==> src/rtl/bcg_pkg.sv <==
package bcg_pkg;
  localparam int LEN_CODE_W = 3;
  localparam int MAX_FIXED_LOG = 3;
  typedef enum logic {ORD_WRAP = 1'b0, ORD_XOR = 1'b1} order_e;
endpackage

==> src/rtl/bcg_len_decode.sv <==
module bcg_len_decode
  import bcg_pkg::*;
#(
  parameter int COL_W = 8
) (
  input  logic [LEN_CODE_W-1:0] len_code,
  output logic [COL_W-1:0]      mask,
  output logic                  full
);
  always_comb begin
    full = (int'(len_code) > MAX_FIXED_LOG);
    mask = '1;
    if (!full) begin
      for (int i = 0; i < COL_W; i++) begin
        mask[i] = (i < int'(len_code));
      end
    end
  end
endmodule

==> src/rtl/bcg_beat_ctrl.sv <==
module bcg_beat_ctrl
  import bcg_pkg::*;
#(
  parameter int COL_W = 8
) (
  input  logic             clk,
  input  logic             rst_n,
  input  logic             load,
  input  logic             stop,
  input  logic             advance,
  input  logic [COL_W-1:0] start_col,
  input  logic [COL_W-1:0] mask_in,
  input  logic             full_in,
  input  order_e           order_in,
  output logic [COL_W-1:0] base_q,
  output logic [COL_W-1:0] beat_q,
  output logic [COL_W-1:0] mask_q,
  output order_e           order_q,
  output logic             active_q,
  output logic             last
);
  logic             full_q;
  logic             active_d;
  logic [COL_W-1:0] beat_d;
  logic             cfg_en;

  assign last   = active_q && !full_q && (beat_q == mask_q);
  assign cfg_en = load;

  always_comb begin
    active_d = active_q;
    beat_d   = beat_q;
    if (load) begin
      active_d = 1'b1;
      beat_d   = '0;
    end else if (stop) begin
      active_d = 1'b0;
    end else if (advance && active_q) begin
      if (last) active_d = 1'b0;
      else      beat_d   = beat_q + 1'b1;
    end
  end

  always_ff @(posedge clk or negedge rst_n) begin
    if (!rst_n) begin
      active_q <= 1'b0;
      beat_q   <= '0;
    end else begin
      active_q <= active_d;
      beat_q   <= beat_d;
    end
  end

  always_ff @(posedge clk or negedge rst_n) begin
    if (!rst_n) begin
      base_q  <= '0;
      mask_q  <= '0;
      full_q  <= 1'b0;
      order_q <= ORD_WRAP;
    end else if (cfg_en) begin
      base_q  <= start_col;
      mask_q  <= mask_in;
      full_q  <= full_in;
      order_q <= full_in ? ORD_WRAP : order_in;
    end
  end
endmodule

==> src/rtl/bcg_addr_map.sv <==
module bcg_addr_map
  import bcg_pkg::*;
#(
  parameter int COL_W = 8
) (
  input  logic [COL_W-1:0] base,
  input  logic [COL_W-1:0] beat,
  input  logic [COL_W-1:0] mask,
  input  order_e           order,
  output logic [COL_W-1:0] col
);
  logic [COL_W-1:0] mixed;

  always_comb begin
    if (order == ORD_XOR) mixed = base ^ beat;
    else                  mixed = base + beat;
    col = (base & ~mask) | (mixed & mask);
  end
endmodule

==> src/rtl/burst_col_gen.sv <==
module burst_col_gen
  import bcg_pkg::*;
#(
  parameter int COL_W = 8
) (
  input  logic                  clk,
  input  logic                  rst_n,
  input  logic                  load_i,
  input  logic [COL_W-1:0]      start_col_i,
  input  logic [LEN_CODE_W-1:0] len_code_i,
  input  logic                  interleave_i,
  input  logic                  advance_i,
  input  logic                  stop_i,
  output logic [COL_W-1:0]      col_o,
  output logic                  valid_o,
  output logic                  last_o
);
  logic [COL_W-1:0] dec_mask;
  logic             dec_full;
  logic [COL_W-1:0] base_q;
  logic [COL_W-1:0] beat_q;
  logic [COL_W-1:0] mask_q;
  order_e           order_q;
  order_e           order_in;

  assign order_in = interleave_i ? ORD_XOR : ORD_WRAP;

  bcg_len_decode #(.COL_W(COL_W)) i_len_decode (
    .len_code (len_code_i),
    .mask     (dec_mask),
    .full     (dec_full)
  );

  bcg_beat_ctrl #(.COL_W(COL_W)) i_beat_ctrl (
    .clk       (clk),
    .rst_n     (rst_n),
    .load      (load_i),
    .stop      (stop_i),
    .advance   (advance_i),
    .start_col (start_col_i),
    .mask_in   (dec_mask),
    .full_in   (dec_full),
    .order_in  (order_in),
    .base_q    (base_q),
    .beat_q    (beat_q),
    .mask_q    (mask_q),
    .order_q   (order_q),
    .active_q  (valid_o),
    .last      (last_o)
  );

  bcg_addr_map #(.COL_W(COL_W)) i_addr_map (
    .base  (base_q),
    .beat  (beat_q),
    .mask  (mask_q),
    .order (order_q),
    .col   (col_o)
  );
endmodule

==> config.mk <==
export PLATFORM = sky130hd
export DESIGN_NAME = burst_col_gen
export DESIGN_NICKNAME = d
export VERILOG_FILES = /design/src/rtl/bcg_pkg.sv /design/src/rtl/bcg_len_decode.sv /design/src/rtl/bcg_beat_ctrl.sv /design/src/rtl/bcg_addr_map.sv /design/src/rtl/burst_col_gen.sv
export SDC_FILE = /design/constraint.sdc
export NUM_CORES = 1
export LEC_CHECK = 0
export ABC_AREA = 1
export ABC_CLOCK_PERIOD_IN_PS = 2150
export BUFFER_PORTS_ARGS = -buffer_cell sky130_fd_sc_hd__clkbuf_2
export CORE_UTILIZATION = 35
export DETAILED_ROUTE_END_ITERATION = 10
export PLACE_DENSITY = 0.6
export REMOVE_ABC_BUFFERS = 1
export SLEW_MARGIN = 25
export SYNTH_ARGS = -nofsm -noshare
export SYNTH_HDL_FRONTEND = slang
export SYNTH_SLANG_ARGS = --single-unit
==> constraint.sdc <==
create_clock -name clk -period 2.15 [get_ports clk]
set_clock_uncertainty 0.2 [all_clocks]
set_input_delay 0.43 -clock clk [delete_from_list [all_inputs] [get_ports clk]]
set_output_delay 0.43 -clock clk [all_outputs]
set_load 0.01 [all_outputs]
; ---- Yosys cells after proc, flatten, opt, wreduce, memory -nomap -nowiden
; Cells that the tools add are included.
[word_totals]
regBits = 27
inputBits = 17
[op_classes]
n_mux = 12
n_eq_ne = 3
n_lt_le_gt_ge = 8
n_reduce_logical = 9
n_bitwise = 5
n_addsub = 2
[ops]
columns = op, count
row1 = two-way mux 8 bit, 6
row2 = AND 8 bit, 2
row3 = less-than comparator 3 bit (first input constant), 3
row4 = adder 8 x 1 -> 8 bit (second input constant), 1
row5 = adder 8 bit, 1
row6 = equality test 8 bit, 1
row7 = inverter 8 bit, 1
row8 = OR 8 bit, 1
row9 = bitwise XOR 8 bit, 1
row10 = less-than comparator 1 x 3 -> 1 bit (first input constant), 2
row11 = less-than comparator 2 x 3 -> 1 bit (first input constant), 2
row12 = two-way mux 1 bit, 6
row13 = nonzero test 3 bit, 2
row14 = inequality test 2 bit (second input constant), 2
row15 = > comparator 3 x 2 -> 1 bit (second input constant), 1
row16 = logical AND 1 bit, 3
row17 = AND reduction 3 bit, 1
row18 = AND reduction 2 bit, 1
row19 = nonzero test 2 bit, 1
row20 = logical NOT 1 bit, 1

; ---- Depth between registers and ports, before layout
[depth]
depth_word = 7
mapped_depth = 11
ltp_nobuf = 11

; ---- Hierarchy
; Synthesis repeated with hierarchy kept, for this count alone.
[unflattened]
cells_unflattened = 275
hier_area_um2 = 1945.6
[modules_own_cells]
columns = module, area_each_um2, cells_each, seq_area_each_um2, instances
row1 = bcg_beat_ctrl, 1445.1, 184, 675.6, 1
row2 = bcg_addr_map, 437.9, 78, 0.0, 1
row3 = bcg_len_decode, 62.6, 13, 0.0, 1

; ---- Least setup slack after synthesis
; Ideal clock, no wire load.
[synth_path]
path_type = register to output
start = reg i_beat_ctrl.beat_q[0]
end = out col_o[4]
t_arrival_ns = 1.702
stages_incl_launch_ff = 8
path_slack_ns = -0.182
path_cell_list = dfrtp_1 -> ha_1 -> inv_1 -> fa_1 -> o21ai_0 -> nand2_1 -> xor2_1 -> o21ai_0
[synth_between]
elab_chain_cells = 4
[synth_rtl]
columns = element, line
row1 = start: declaration, bcg_beat_ctrl.sv:16  ; output logic [COL_W-1:0] beat_q,
row2 = start signal: assignment, bcg_beat_ctrl.sv:50  ; beat_q <= beat_d;
row3 = adder 8 bit, bcg_addr_map.sv:16  ; else mixed = base + beat;
row4 = two-way mux 8 bit, bcg_addr_map.sv:15  ; if (order == ORD_XOR) mixed = base ^ beat;
row5 = AND 8 bit, bcg_addr_map.sv:17  ; col = (base & ~mask) | (mixed & mask);
row6 = OR 8 bit, bcg_addr_map.sv:17
row7 = end: declaration, burst_col_gen.sv:14  ; output logic [COL_W-1:0] col_o,
; Every way passes these cells.

; ---- Worst setup path in the final report
[layout_path]
start = reg i_beat_ctrl.base_q[0]
end = out col_o[6]
[layout_between]
elab_chain_cells = 4
[layout_rtl]
columns = element, line
row1 = start: declaration, bcg_beat_ctrl.sv:15  ; output logic [COL_W-1:0] base_q,
row2 = start signal: assignment, bcg_beat_ctrl.sv:61  ; base_q <= start_col;
row3 = adder 8 bit, bcg_addr_map.sv:16
row4 = two-way mux 8 bit, bcg_addr_map.sv:15
row5 = AND 8 bit, bcg_addr_map.sv:17
row6 = OR 8 bit, bcg_addr_map.sv:17
; Every way passes these cells.

==> tab_implementation.tex <==
\begin{tabular}{lr}
\hline
Metric & Value \\
\hline
\multicolumn{2}{l}{\textbf{Pwr}} \\
\quad Total Power & 1.099 mW \\
\quad Pwr dens & 516.3 mW/mm2 \\
\quad Static leakage & 1.091 nW \\
\quad Max VDD drop & 0.2276 mV \\
\multicolumn{2}{l}{\textbf{CTS}} \\
\quad CTS buffer count & 3 \\
\quad TritonCTS clock tree & built \\
\quad Clock insertion delay at the later pin of the skew report & 260 ps \\
\quad Number of clock sinks & 25 \\
\quad Clock tree root buffer cell & sky130\_fd\_sc\_hd\_\_clkbuf\_8 \\
\quad Clock transition at path regs & 80 ps \\
\quad CTS HTree Levels & 1 \\
\quad Buffer depth of the longest clock path & 2 \\
\multicolumn{2}{l}{\textbf{Yosys}} \\
\quad Synth cell count leaders & 74 x sky130\_fd\_sc\_hd\_\_nand2\_1, 25 x sky130\_fd\_sc\_hd\_\_dfrtp\_1, 22 x sky130\_fd\_sc\_hd\_\_inv\_1 \\
\quad Number of enable flip-flop cells after synthesis & 0 \\
\quad Synth Instances & 224 \\
\quad Summed instance area of the synthesized netlist & 0.001647 mm2 \\
\quad Distinct cell type count after synthesis & 24 \\
\quad Most common cell in the synthesized netlist & sky130\_fd\_sc\_hd\_\_nand2\_1 \\
\quad Library cell with the largest summed area after synthesis & sky130\_fd\_sc\_hd\_\_dfrtp\_1 \\
\quad Most frequently used flop master after synthesis & sky130\_fd\_sc\_hd\_\_dfrtp\_1 \\
\quad Share of the yosys chip area belonging to registers & 0.3799 \\
\quad Synth top area cells & sky130\_fd\_sc\_hd\_\_dfrtp\_1 38\%, sky130\_fd\_sc\_hd\_\_nand2\_1 17\%, sky130\_fd\_sc\_hd\_\_ha\_1 6.1\% \\
\quad Synth top area share & 0.3799 \\
\quad Fraction of registers with async set or reset after synthesis & 1.000 \\
\quad Average cell area after synthesis & 7.351 um2 \\
\quad Seq cells post-synth & 25 \\
\quad Count of synthesis-stage warnings from yosys & 0 \\
\multicolumn{2}{l}{\textbf{Layout}} \\
\quad Utilization of the core after routing & 0.4792 \\
\quad Share of final-layout standard cells stronger than drive strength 1 & 0.2482 \\
\quad Post-Layout Inst Area & 0.002130 mm2 \\
\quad Synth-to-layout area growth & 29.33\% \\
\quad Final antenna diode count & 0 \\
\quad Fin nets & 301 \\
\multicolumn{2}{l}{\textbf{Worst setup path}} \\
\quad Delay of the slowest critical-path stage & 410 ps \\
\quad Critical path data required time & 1520 ps \\
\quad Sort of element at the end of the critical path & output port \\
\quad CP arrival & 1810 ps \\
\quad Launch point of the critical path & i\_beat\_ctrl.base\_q[0]\$\_DFFE\_PN0P\_ \\
\quad Most prevalent standard cell on the critical path & sky130\_fd\_sc\_hd\_\_nand2\_1 \\
\quad Crit path kind & flop to output port \\
\quad Critical path peak fanout & 2 \\
\quad Worst path slowest cell & sky130\_fd\_sc\_hd\_\_dfrtp\_1 \\
\quad Launching point of the worst reg2reg path & i\_beat\_ctrl.beat\_q[2]\$\_DFFE\_PN0P\_ \\
\quad R2R setup slack & 310 ps \\
\quad Category of the worst setup path launch point & flop \\
\quad Cell depth of the worst flop-to-flop path & 10 \\
\quad Capturing point of the worst reg2reg path & i\_beat\_ctrl.beat\_q[3]\$\_DFFE\_PN0P\_ \\
\quad Termination of the worst setup path & col\_o[6] \\
\quad Crit-path cells & ha\_4, inv\_2, fa\_2, o21ai\_2, nand3b\_1, nand2\_1, nand2\_1, nand3\_1, nand2\_1, clkbuf\_2 \\
\multicolumn{2}{l}{\textbf{Timing}} \\
\quad Final hold slack & 164.8 ps \\
\quad Endpoints failing hold & 0 \\
\quad Final-report setup violation count & 7 \\
\quad Period utilisation layout & 1.133 \\
\quad Final Worst Setup Slack & -285.2 ps \\
\quad Slew at the pin closest to its max-slew limit & 633.5 ps \\
\quad F\_max & 410.6 MHz \\
\quad Fin crit period & 2435 ps \\
\quad Final slew viol count & 0 \\
\quad Unrepaired setup endpoints after global routing & true \\
\quad Slew Limit Headroom & 0.5776 \\
\multicolumn{2}{l}{\textbf{Placed design}} \\
\quad HPWL after DPL & 3073 um \\
\quad Area after detailed placement & 0.001967 mm2 \\
\quad Number of buffers inserted by port buffering & 26 \\
\quad Final RePlAce weighted congestion & 0.7907 \\
\multicolumn{2}{l}{\textbf{Route}} \\
\quad DR pass1 iterations & 7 \\
\quad Routed Wire Length & 4026 um \\
\quad Routed WL per cell & 12.35 um \\
\quad Iteration-0 DRC Markers & 63 \\
\quad Total number of vias & 1549 \\
\quad Average via count per standard cell & 4.752 \\
\quad Number of antenna-violating nets in the routed design & 0 \\
\quad Drc violations & 4 \\
\multicolumn{2}{l}{\textbf{Floorplan}} \\
\quad Total I/O pin count & 27 \\
\quad Placeable core region & 0.004444 mm2 \\
\quad Effective utilization at floorplan & 0.3705 \\
\quad Die width & 70.59 um \\
\quad Standard-cell rows & 24 \\
\quad Die extent in y & 70.59 um \\
\quad Die area & 0.004983 mm2 \\
\multicolumn{2}{l}{\textbf{Global routing}} \\
\quad All-Layer GR Usage & 0.1727 \\
\quad Remaining global-route overflow & 0 \\
\quad Wire length of the first global-routing pass & 6893 um \\
\quad Initial antenna violation count & 0 \\
\quad Vias in the first global route & 1572 \\
\quad Largest net degree at the start of global routing & 28 \\
\multicolumn{2}{l}{\textbf{Worst hold path}} \\
\quad Worst hold path type & input pin to flop \\
\quad Worst Min Path Start & start\_col\_i[4] \\
\multicolumn{2}{l}{\textbf{Run}} \\
\quad Max-cap violation count & 0 \\
\multicolumn{2}{l}{\textbf{Run status}} \\
\quad Status & finished, violations left \\
\quad Failing checks & DRC, setup timing \\
\hline
\end{tabular}
layout make-up:
cell class / count / area, um2
well taps: 52 / 65.06
inverters: 25 / 93.84
multi-input cells: 170 / 983.4
flip-flops and latches: 25 / 625.6
clock buffers: 4 / 45.04
fillers: 464 / 2315
repair buffers: 50 / 316.6
worst min path at each step:
stage,endpoint,slack (ps),depth (start not counted)
2_1_floorplan,i_beat_ctrl.active_q$_DFFE_PN0P_,-70,0
3_5_place_dp,i_beat_ctrl.base_q[2]$_DFFE_PN0P_,300,1
3_3_place_gp,i_beat_ctrl.active_q$_DFFE_PN0P_,290,1
4_1_cts,i_beat_ctrl.base_q[2]$_DFFE_PN0P_,160,3
6_report,i_beat_ctrl.base_q[4]$_DFFE_PN0P_,160,3
5_1_grt,i_beat_ctrl.base_q[5]$_DFFE_PN0P_,160,3
worst max-delay path, delay by kind of cell (launching register included):
| kind | cells | cell delay [ps] |
|---|---|---|
| AOI/OAI and AO/OA | 1 | 140 |
| adders and majority gates | 2 | 500 |
| and+or+nand+nor | 5 | 350 |
| buffers and inverters | 2 | 160 |
| DFF | 1 | 410 |
registers in the layout, summed over array words and instances, names as in the netlist:
name                  flops
i_beat_ctrl.base_q        8
i_beat_ctrl.beat_q        8
i_beat_ctrl.mask_q        7
i_beat_ctrl.order_q       1
i_beat_ctrl.active_q      1
power breakdown:
part / switching [mW] / internal, mW / total [mW]
logic: 0.154 / 0.135 / 0.288
clock network: 0.144 / 0.132 / 0.276
registers: 0.0340 / 0.501 / 0.535
total: 0.331 / 0.768 / 1.10
kinds of logic (layout without fill, tap and decap cells):
family,count (synthesis),in the layout,share of synthesized area
buffers and inverters,29,79,0.07675
adders and majority gates,9,9,0.07295
and+or+nand+nor,121,121,0.3123
DFF,25,25,0.3799
AOI/OAI and AO/OA,26,26,0.08359
xor gates and xnor gates,14,14,0.07447
per-layer routing:
| layer | part of all wire | up-vias | global-route usage |
|---|---|---|---|
| li1 | - | 812 | - |
| met1 | 0.50 | 708 | 0.2396 |
| met2 | 0.47 | 25 | 0.2902 |
| met3 | 0.023 | 4 | 0.01709 |
| met4 | 0.010 | 0 | 0.04667 |
| met5 | 0 | - | 0 |
per-stage QoR:
| stage | cells | TNS (ps) | setup slack (ps) |
|---|---|---|---|
| finish | 326 | -1705 | -285.2 |
| detailed placement | 319 | -593.3 | -247.8 |
| CTS | 325 | -1899 | -325.8 |
| global placement | 319 | -300.8 | -161.2 |
| floorplan | 220 | -216.8 | -182.5 |
| global route | 326 | -2673 | -425.9 |
cell usage in the layout, fill, tap and decap left out:
master / n
sky130_fd_sc_hd__clkbuf_2: 22
sky130_fd_sc_hd__nand3_2: 1
sky130_fd_sc_hd__ha_1: 2
sky130_fd_sc_hd__inv_1: 20
sky130_fd_sc_hd__nand3_1: 16
sky130_fd_sc_hd__xnor2_1: 7
sky130_fd_sc_hd__buf_6: 1
sky130_fd_sc_hd__xor2_1: 7
sky130_fd_sc_hd__nand3b_1: 2
sky130_fd_sc_hd__nor3b_1: 1
sky130_fd_sc_hd__fa_2: 1
sky130_fd_sc_hd__inv_2: 3
sky130_fd_sc_hd__nand2_2: 1
sky130_fd_sc_hd__buf_4: 22
sky130_fd_sc_hd__ha_4: 6
sky130_fd_sc_hd__clkinv_1: 2
sky130_fd_sc_hd__dfrtp_1: 25
sky130_fd_sc_hd__nor2_1: 18
sky130_fd_sc_hd__o21ai_1: 5
sky130_fd_sc_hd__nor3_1: 2
sky130_fd_sc_hd__clkbuf_8: 3
sky130_fd_sc_hd__o21bai_1: 2
sky130_fd_sc_hd__o21ai_0: 13
sky130_fd_sc_hd__o21ai_2: 1
sky130_fd_sc_hd__nor2_2: 1
sky130_fd_sc_hd__a21oi_1: 4
sky130_fd_sc_hd__nand2_1: 74
sky130_fd_sc_hd__nand2_4: 2
sky130_fd_sc_hd__clkbuf_1: 1
sky130_fd_sc_hd__buf_2: 4
sky130_fd_sc_hd__nand4_1: 3
sky130_fd_sc_hd__o211ai_1: 1
sky130_fd_sc_hd__dlygate4sd3_1: 1
repair_timing:
action,CTS,global route
hold buffers,1,0
setup buffers,1,1
hold endpoints to repair,2,0
pin swaps,7,3
endpoints found under the setup margin,7,8
resized for setup,15,9
gates cloned,0,0
No activity file was read; power rests on OpenSTA's default activity.
